### config.mk
export PLATFORM = sky130hd
export DESIGN_NAME = usb_root_port_reg
export DESIGN_NICKNAME = d
export VERILOG_FILES = /design/src/rtl/usb_root_port_reg.sv
export SDC_FILE = /design/constraint.sdc
export NUM_CORES = 1
export LEC_CHECK = 0
export BUFFER_PORTS_ARGS = -buffer_cell sky130_fd_sc_hd__buf_4
export CAP_MARGIN = 20
export CORE_MARGIN = 4
export CORE_UTILIZATION = 42
export CTS_CLUSTER_SIZE = 28
export DETAILED_ROUTE_END_ITERATION = 8
export MAX_ROUTING_LAYER = met4
export PLACE_DENSITY = 0.77
export SLEW_MARGIN = 20
export SYNTH_ARGS = -nofsm -noshare
export SYNTH_HDL_FRONTEND = slang
export SYNTH_SLANG_ARGS = --single-unit
### constraint.sdc
create_clock -name clk -period 2.4 [get_ports clk]
set_input_delay 0.12 -clock clk [delete_from_list [all_inputs] [get_ports clk]]
set_output_delay 0.12 -clock clk [all_outputs]
set_load 0.02 [all_outputs]
### src/rtl/usb_root_port_reg.sv
module usb_root_port_reg #(
  parameter bit          IMPLEMENTED = 1'b1,
  parameter int          WIDTH       = 16,
  parameter logic [15:0] KEEP_MASK   = 16'h01FB,
  parameter logic [15:0] W1C_MASK    = 16'h000A,
  parameter logic [15:0] ABSENT_VAL  = 16'hFF7F
) (
  input  logic             clk,
  input  logic             rst_n,
  input  logic             hc_reset,
  input  logic             wr_en,
  input  logic [WIDTH-1:0] wr_data,
  output logic [WIDTH-1:0] rd_data,
  input  logic             dev_attach,
  input  logic             dev_detach,
  input  logic             dev_lowspeed,
  output logic             port_enabled,
  output logic             bus_reset_req
);

  localparam int B_CONN = 0;
  localparam int B_CCHG = 1;
  localparam int B_EN   = 2;
  localparam int B_ECHG = 3;
  localparam int B_LS   = 8;
  localparam int B_RST  = 9;

  generate
    if (IMPLEMENTED) begin : g_port
      logic [WIDTH-1:0] q, merged, nxt;
      logic             present, present_nxt, req_q;

      assign merged      = ((q & KEEP_MASK) | (wr_data & ~KEEP_MASK)) & ~(wr_data & W1C_MASK);
      assign present_nxt = dev_attach | (present & ~dev_detach);

      always_comb begin
        nxt = wr_en ? merged : q;
        if (hc_reset) begin
          nxt = '0;
          if (present_nxt) begin
            nxt[B_CONN] = 1'b1;
            nxt[B_CCHG] = 1'b1;
            nxt[B_LS]   = dev_lowspeed;
          end
        end else if (dev_attach) begin
          if (nxt[B_EN]) begin
            nxt[B_EN]   = 1'b0;
            nxt[B_ECHG] = 1'b1;
          end
          nxt[B_CONN] = 1'b1;
          nxt[B_CCHG] = 1'b1;
          nxt[B_LS]   = dev_lowspeed;
        end else if (dev_detach) begin
          if (nxt[B_CONN]) begin
            nxt[B_CONN] = 1'b0;
            nxt[B_CCHG] = 1'b1;
          end
          if (nxt[B_EN]) begin
            nxt[B_EN]   = 1'b0;
            nxt[B_ECHG] = 1'b1;
          end
        end
      end

      always_ff @(posedge clk) begin
        if (!rst_n) begin
          q       <= '0;
          present <= 1'b0;
          req_q   <= 1'b0;
        end else begin
          q       <= nxt;
          present <= present_nxt;
          req_q   <= ~hc_reset & wr_en & wr_data[B_RST] & ~q[B_RST];
        end
      end

      assign rd_data       = q;
      assign port_enabled  = q[B_EN];
      assign bus_reset_req = req_q;

      AST_REQ_ON_EDGE: assert property (@(posedge clk) disable iff (!rst_n)
        bus_reset_req |-> ($past(wr_en) && $past(wr_data[B_RST]) && !$past(rd_data[B_RST]) && !$past(hc_reset)));
      AST_REQ_ONE_CYCLE: assert property (@(posedge clk) disable iff (!rst_n)
        bus_reset_req |=> !bus_reset_req);
      AST_ATTACH_SETS: assert property (@(posedge clk) disable iff (!rst_n)
        (dev_attach && !hc_reset) |=> (rd_data[B_CONN] && rd_data[B_CCHG] && !port_enabled));
      AST_DETACH_CLEARS: assert property (@(posedge clk) disable iff (!rst_n)
        (dev_detach && !dev_attach && !hc_reset) |=> (!rd_data[B_CONN] && !port_enabled));
      AST_RO_BITS: assert property (@(posedge clk) disable iff (!rst_n)
        (wr_en && !dev_attach && !dev_detach && !hc_reset) |=>
          (rd_data[B_CONN] == $past(rd_data[B_CONN]) && rd_data[B_LS] == $past(rd_data[B_LS])));
      AST_W1C: assert property (@(posedge clk) disable iff (!rst_n)
        (wr_en && wr_data[B_CCHG] && !dev_attach && !dev_detach && !hc_reset) |=> !rd_data[B_CCHG]);
      AST_HC_RESET: assert property (@(posedge clk) disable iff (!rst_n)
        hc_reset |=> (!port_enabled && !bus_reset_req));
      AST_EN_FOLLOWS: assert property (@(posedge clk) disable iff (!rst_n)
        (wr_en && !dev_attach && !dev_detach && !hc_reset) |=> (port_enabled == $past(wr_data[B_EN])));
    end else begin : g_absent
      assign rd_data       = ABSENT_VAL;
      assign port_enabled  = 1'b0;
      assign bus_reset_req = 1'b0;
    end
  endgenerate

endmodule

After elaboration in Yosys (flattened, before gate mapping)
Index checks and enable logic that the tools add are counted.
{"block": "word_totals", "ff_bits": 18, "wordCells": 30}
{"block": "op_classes", "n_mux": 10, "bitwise": 12, "n_reduce_logical": 2}
{"cell": "$and A16 B16 Y16", "n": 1}
{"cell": "$not A4 Y16", "n": 1}
{"cell": "$or A9 B16 Y16", "n": 1}
{"cell": "$mux W9", "n": 1}
{"cell": "$mux W2", "n": 4}
{"cell": "$mux W4", "n": 2}
{"cell": "$and A1 B1 Y1", "n": 4}
{"cell": "$not A1 Y1", "n": 4}
{"cell": "$mux W1", "n": 3}
{"cell": "$reduce_bool A3 Y1", "n": 1}
{"cell": "$reduce_or A2 Y1", "n": 1}
{"cell": "$or A1 B1 Y1", "n": 1}

Logic depth before layout (Yosys ltp)
Gate-level depths: netlist (run 1).
{"block": "logic_depth", "word_depth": 7, "mapped_depth": 4, "depth_no_buf": 3}

Worst setup path after synthesis (run 1)
OpenSTA, ideal clock, no wires.
{"block": "synth_timing", "path_type": "reg2reg", "start": "reg g_port.q[1] (netlist: rd_data[1])", "end": "reg g_port.q[1] (netlist: rd_data[1])", "setup_time_ps": 123, "t_arrival_ps": 875, "required_time_ps": 2277, "slack_ps": 1402, "stages_incl_launch_ff": 4, "path_buffers": 0, "cell_sequence": "dfxtp_1 -> a21boi_4 -> a2111oi_4 -> nor2_1"}
{"block": "synth_via", "elab_chain_len": 7}
{"item": "start: declaration", "line_no": "30", "rtl": "logic [WIDTH-1:0] q, merged, nxt;"}
{"item": "start signal: assignment", "line_no": "71", "rtl": "q <= nxt;"}
{"item": "$or A9 B16 Y16", "line_no": "33", "rtl": "assign merged = ((q & KEEP_MASK) | (wr_data & ~KEEP_MASK)) & ~(wr_data & W1C_MASK);"}
{"item": "$and A16 B16 Y16", "line_no": "33"}
{"item": "$mux W9 *", "line_no": "37", "rtl": "nxt = wr_en ? merged : q;"}
{"item": "$mux W2", "line_no": "54", "rtl": "if (nxt[B_CONN]) begin"}
{"item": "$mux W4 *", "line_no": "53", "rtl": "end else if (dev_detach) begin"}
{"item": "$mux W4 *", "line_no": "45", "rtl": "end else if (dev_attach) begin"}
{"item": "$mux W2 *", "line_no": "38", "rtl": "if (hc_reset) begin"}
Mark *: on every way between the ends. The rest lies on a longest branch, timed or not. The select of a mux whose other input is x is not followed.
A chain may end at the register's enable or synchronous reset.

Final worst setup path (run 1)
Ends and elaborated chain as after synthesis.

==> results of run 1 <==
-- metrics by stage --
step / total power [W] / worst slack (ns) / hold slack (ns) / utilization / instance area [um^2]
after floorplan: 0.000305 / 1.40 / 0.191 / - / 622
after global placement: 0.000341 / 1.38 / 0.351 / 0.609 / 812
after CTS: 0.000471 / 1.43 / 0.0586 / 0.626 / 835
final: 0.000462 / 1.45 / 0.0670 / 0.626 / 835
after detailed placement: 0.000342 / 1.39 / 0.354 / 0.609 / 812
after global routing: 0.000485 / 1.38 / 0.0650 / 0.626 / 835
-- registers in the layout, indices dropped and copies added, names as in the netlist --
name,flops
rd_data,12
bus_reset_req,1
g_port.present,1
-- path summary, 6_finish.rpt --
path                              endpoint               startpoint  slack [ns]  cells past startpoint
setup / recovery     rd_data[1]$_SDFF_PN0_    rd_data[1]$_SDFF_PN0_        1.45                      3
hold / removal       rd_data[2]$_SDFF_PP0_               dev_detach        0.07                      2
setup reg to reg     rd_data[1]$_SDFF_PN0_    rd_data[1]$_SDFF_PN0_        1.45                      3
hold reg to reg   bus_reset_req$_SDFF_PN0_  rd_data[9]$_SDFFE_PP0P_        0.46                      1
-- final cells by class --
cell class / instances / area, um^2 / share of cell area
inverters: 1 / 3.75 / 0.00450
flip-flops and latches: 14 / 280 / 0.336
clock buffers: 3 / 22.5 / 0.0270
repair buffers: 30 / 225 / 0.270
multi-input cells: 40 / 284 / 0.340
well taps: 15 / 18.8 / 0.0225
-- cells by family (layout without fill, tap and decap cells) --
logic type	after synthesis	in the layout	synth area share
simple gates	19	19	0.160
flops	14	14	0.459
compound gates	9	9	0.148
mux	8	8	0.133
buf+inv	8	34	0.0943
other cells	1	4	0.00614
-- routing by layer --
layer	global-route usage	vias up	part of all wire	wire length [um]
li1	-	251	-	-
met1	0.130	240	0.38	473
met2	0.212	17	0.52	638
met3	0.0391	2	0.076	93
met4	0.0852	0	0.019	23
met5	-	-	0	0
-- placed cells by master, fill, tap and decap left out --
cell and n:
mux2_2 1, a21oi_1 2, nor4b_2 1, o311ai_1 1
nor3_1 1, mux2i_1 7, inv_1 1, nand2b_1 3
buf_4 30, nand2_1 3, o21ai_0 1, conb_1 4
dfxtp_1 14, o21a_1 2, nand4_1 1, nand3_1 1
clkbuf_4 3, a21boi_4 1, nor2b_1 1, nor2_1 8
o21ai_1 1, a2111oi_4 1
-- power by group through the flow --
stage	registers (W)	logic [W]	clock network (W)
CTS	0.000247	0.0000895	0.000134
floorplan	0.000263	0.0000420	0
global placement	0.000252	0.0000882	0
finish	0.000247	0.0000883	0.000127
detailed placement	0.000253	0.0000893	0
global route	0.000249	0.0000960	0.000141
==> summary.md, run 1 <==
| Metric | Value |
|---|---|
| Outcome | completed |
| Vias in the first global route | 463 |
| Critical Path End Type | flip-flop |
| Nets | 113 |
| Setup violators final | 0 |
| Pleak | approximately 0.39 nW |
| Hold WC Path Type | primary input to flip-flop |
| Worst Clk Skew | 0.000658 ns |
| Post-CTS resize count | 0 |
| Maximum clock path buffer count | 2 |
| WS Path Type | flip-flop to flip-flop |
| Final hold viol count | 0 |
| Slew Viols, Final | 0 |
| Fmax | 1050 MHz |
| Total number of yosys warnings | 0 |
| FP Rows | 13 |
| Avg Cell Area, Syn | 10.3 um^2 |
| Most frequent cell after synthesis | dfxtp_1 |
| Flop pwr share | 0.534 |
| Top delay family on crit path | compound AO/OA/AOI/OAI gates |
| GPL Wtd Cong | 0.728 |
| GRT Util Overall | 0.129 |
| H-tree Lvls | 1 |
| WP buf/inv | 0 |
| Mapped Cells | between 50 and 60 |
| Inst Count DP | 100 |
| Sw frac | 0.257 |
| Clk sinks | 14 |
| Minimum clock period | between 0.9 and 1 ns |
| Vias per cell | 4.95 |
| First-pass GRT wire length | 1880 um |
| Arr. time, crit path | 1.11 ns |
| Post-synth EDFFs | 0 |
| Dpl hpwl | 1000 um |
| Drt first pass iters | 2 |
| Clk_lat worst skew | ~0.27 ns |
| Crit path cell chain | a21boi_4, a2111oi_4, nor2_1 |
| Distinct cells, synth | 23 |
| Largest net degree at the start of global routing | 12 |
| Post-synth top cells | dfxtp_1, nor2_1, mux2i_1 |
| Max VDD drop | 0.298 mV |
| Antenna viol nets, final | 0 |
| WL/cell | 11.9 um |
| # IOs | 41 |
| Core area | 1330 um^2 |
| Die area | 2130 um^2 |
| Non-filler cells, final | roughly 100 |
| DR vias | 510 |
| Initial antenna violation count | 0 |
| Ratio of cells with drive above 1 in the final layout | 0.420 |
| Comb power frac | 0.191 |
| Syn Std Cell Area | 611 um^2 |
| Asr flop ratio synth | 0 |
| Fill count | 126 |
| Synth top area share | 0.459 |
| DR DRC count | 0 |
| Yosys reg bits | 14 |
| Die X | 46.1 um |
| Post-Route WL | about 1200 um |
| Port Buffers | 30 |
| Diodes inserted | 0 |
| Clock share of power | 0.275 |
| Register area share after synthesis | 0.459 |
| Period utilization | 0.397 |
| Hold_buf cts | 0 |
| Top post-synthesis cells by area | dfxtp_1, mux2i_1, buf_4, nor2_1, a2111oi_4 |
| Die height | 46.1 um |
| Number of DRC markers in iteration 0 | 1 |
| Critical Path Max Stage Delay | 0.32 ns |
| Setup tns final | 0 ns |
| RSZ-0062 raised after global routing | false |
| Total of max-cap violations | 0 |
| Initial Util | 0.458 |
| Clock root cell | clkbuf_4 |
| Area grow syn2layout | 36.7% |
| Top cell type by total area after synthesis | dfxtp_1 |
| Clock transition at path regs | 0.08 ns |
| P_sw | 0.000119 W |
| Setup Buffers After CTS | 0 |
| Slowest-stage cell, CP | dfxtp_1 |
| TritonCTS clock tree | built |
| Max FO, Critical Path | 2 |
| Total gr overflow | 0 |
| WP data required | 2.56 ns |
| PwrDens | 554 nW/um^2 |
| CTS buffer count | 3 |
| Crit path launch type | flip-flop |
| Main synth FF type | dfxtp_1 |
| Internal power | 0.000344 W |
No activity file was read; power rests on OpenSTA's default activity.
==> run 2: changes to the inputs <==
CORE_UTILIZATION = 39   (was 42)
PLACE_DENSITY = 0.72   (was 0.77)
clock period = 1 ns   (was 2.4 ns; I/O delays follow)
==> summary.md, run 2 (synthesized netlist as in run 1, its figures left out) <==
| Metric | Value |
|---|---|
| RSZ-0062 raised after global routing | false |
| WP buf/inv | 2 (+2) |
| Crit path launch type | primary input |
| Worst Clk Skew | 0.00233 ns (+0.00167 ns) |
| Minimum clock period | between 0.9 and 1 ns |
| GRT Util Overall | 0.136 (+0.00696) |
| WP data required | 1.17 ns (-1.39 ns) |
| Outcome | completed |
| First-pass GRT wire length | 2040 um (+8.8%) |
| WS Path Type | primary input to flip-flop |
| Setup tns final | 0 ns (unchanged) |
| Period utilization | 0.956 |
| Core area | 1490 um^2 (+12%) |
| Largest net degree at the start of global routing | 10 (-2) |
| Commonest cells after routing, fill and taps aside | buf_4, dfxtp_1, nor2_1 |
| Most common cell after layout, fill and taps aside | buf_4 |
| Max VDD drop | 0.793 mV (+170%) |
| Critical Path End Type | flip-flop |
| TritonCTS clock tree | built |
| Crit path cell chain | dlygate4sd3_1, buf_6, a2111oi_4, nor2_1 |
| Dpl hpwl | 1090 um (+9.4%) |
| WL/cell | 12.9 um (+8.1%) |
| Clk_lat worst skew | 0.27 ns (about the same) |
| Port Buffers | 30 (unchanged) |
| R2r setup slk | 0.07 ns (-1.38 ns) |
| GPL Wtd Cong | 0.693 (-4.8%) |
| DR vias | 510 (unchanged) |
| Slowest-stage cell, CP | dlygate4sd3_1 |
| Vias in the first global route | 462 (-0.22%) |
| Ratio of cells with drive above 1 in the final layout | 0.440 (+0.0191) |
| Total gr overflow | 0 (unchanged) |
| CTS buffer count | 3 (unchanged) |
| Slew Viols, Final | 0 (unchanged) |
| Drt first pass iters | 4 (+2) |
| Nets | 116 (+2.7%) |
| Final hold slack | 0.00532 ns (-0.0616 ns) |
| Initial antenna violation count | 0 (unchanged) |
| Total of max-cap violations | 0 (unchanged) |
| Clock root cell | clkbuf_4 |
| Critical Path Max Stage Delay | 0.55 ns (+0.23 ns) |
| Initial Util | 0.410 (-0.0477) |
| Top delay family on crit path | buffers and inverters |
| Maximum clock path buffer count | 2 (unchanged) |
| Crit path depth | 4 (+1) |
| # IOs | 41 (unchanged) |
| Die X | 47.6 um (+3.1%) |
| Hold WC Path Type | primary input to flip-flop |
| Place WS | 0.0591 ns (-1.33 ns) |
| Vias per cell | 4.77 (-3.7%) |
| Max FO, Critical Path | 5 (+3) |
| Reg-to-reg endpoint | rd_data[1]$_SDFF_PN0_ |
| Area grow syn2layout | 42.0% |
| Diodes inserted | 0 (unchanged) |
| FP Rows | 14 (+1) |
| Clk sinks | 14 (unchanged) |
| Post-Route WL | 1380 um (+12%) |
| Fill count | 134 (+6.3%) |
| Arr. time, crit path | 1.12 ns (about the same) |
| End of the critical path | rd_data[1]$_SDFF_PN0_ |
| PwrDens | 1310 nW/um^2 (+140%) |
| Setup violators final | 0 (unchanged) |
| Fmax | between 1000 and 1500 MHz |
| Die height | 47.6 um (+3.1%) |
| Worst r2r src | rd_data[1]$_SDFF_PN0_ |
| Max FFs per register | 12 (unchanged) |
| Number of DRC markers in iteration 0 | 4 (+3) |
| Final hold viol count | 0 (unchanged) |
| Post-route setup slack | 0.0444 ns (-1.40 ns) |
| H-tree Lvls | 1 (unchanged) |
| Die area | 2260 um^2 (+6.3%) |
| Pleak | 0.404 nW (+3.7%) |
| Clock transition at path regs | 0.08 ns (about the same) |
| Antenna viol nets, final | 0 (unchanged) |
| Crit path launch | dev_detach |
| Register-to-Register Path Depth | 3 (unchanged) |
| DR DRC count | 0 (unchanged) |
run 2: area by class of cell:
class	instances	area, um^2	area share
multi-input cells	40	287	0.330
repair buffers	33	254	0.293
clock buffers	3	22.5	0.0260
inverters	1	3.75	0.00433
flip-flops and latches	14	280	0.323
well taps	16	20.0	0.0231
run 2: through the flow:
stage	total power, W	std cells	util	cell area, um^2
floorplan	0.000732	62	-	622
global placement	0.000823	103	0.556	828
detailed placement	0.000831	103	0.556	828
CTS	0.00114	107	0.578	861
global route	0.00118	107	0.582	867
finish	0.00113	107	0.582	867
run 2: repair_timing:
item                                    CTS  global route
resized for setup                         0             2
endpoints found under the hold margin     1             0
setup buffers                             0             0
endpoints found under the setup margin    0             2
hold buffers                              1             0
run 2: how the worst min path moves through the flow:
| stage | start | endpoint | slack, ns | cells past startpoint |
|---|---|---|---|---|
| global route | dev_attach | rd_data[2]$_SDFF_PP0_ | 0.02 | 2 |
| finish | wr_data[11] | rd_data[11]$_SDFFE_PP0P_ | 0.005 | 3 |
| floorplan | dev_attach | rd_data[2]$_SDFF_PP0_ | 0.12 | 1 |
| detailed placement | dev_detach | rd_data[2]$_SDFF_PP0_ | 0.28 | 2 |
| CTS | wr_data[11] | rd_data[11]$_SDFFE_PP0P_ | 0.004 | 3 |
| global placement | dev_detach | rd_data[2]$_SDFF_PP0_ | 0.28 | 2 |
run 2: metal layers:
metal	up-vias	global-route usage	share of wire
met4	0	0.0806	0.014
li1	256	-	-
met3	2	0.0226	0.081
met1	231	0.147	0.36
met5	-	-	0
met2	21	0.230	0.54
run 2: power by group:
group          leakage (nW)  total [W]  internal, W  switching (W)
clock network        0.0138   0.000312     0.000139       0.000173
registers             0.115   0.000594     0.000580      0.0000141
logic                 0.275   0.000228     0.000115       0.000113
total                 0.404    0.00113     0.000835       0.000300
run 2: tightest hold or removal path: stages:
cell	delay [ns]
buf_4	0.07
mux2i_1	0.05
nor2_1	0.07
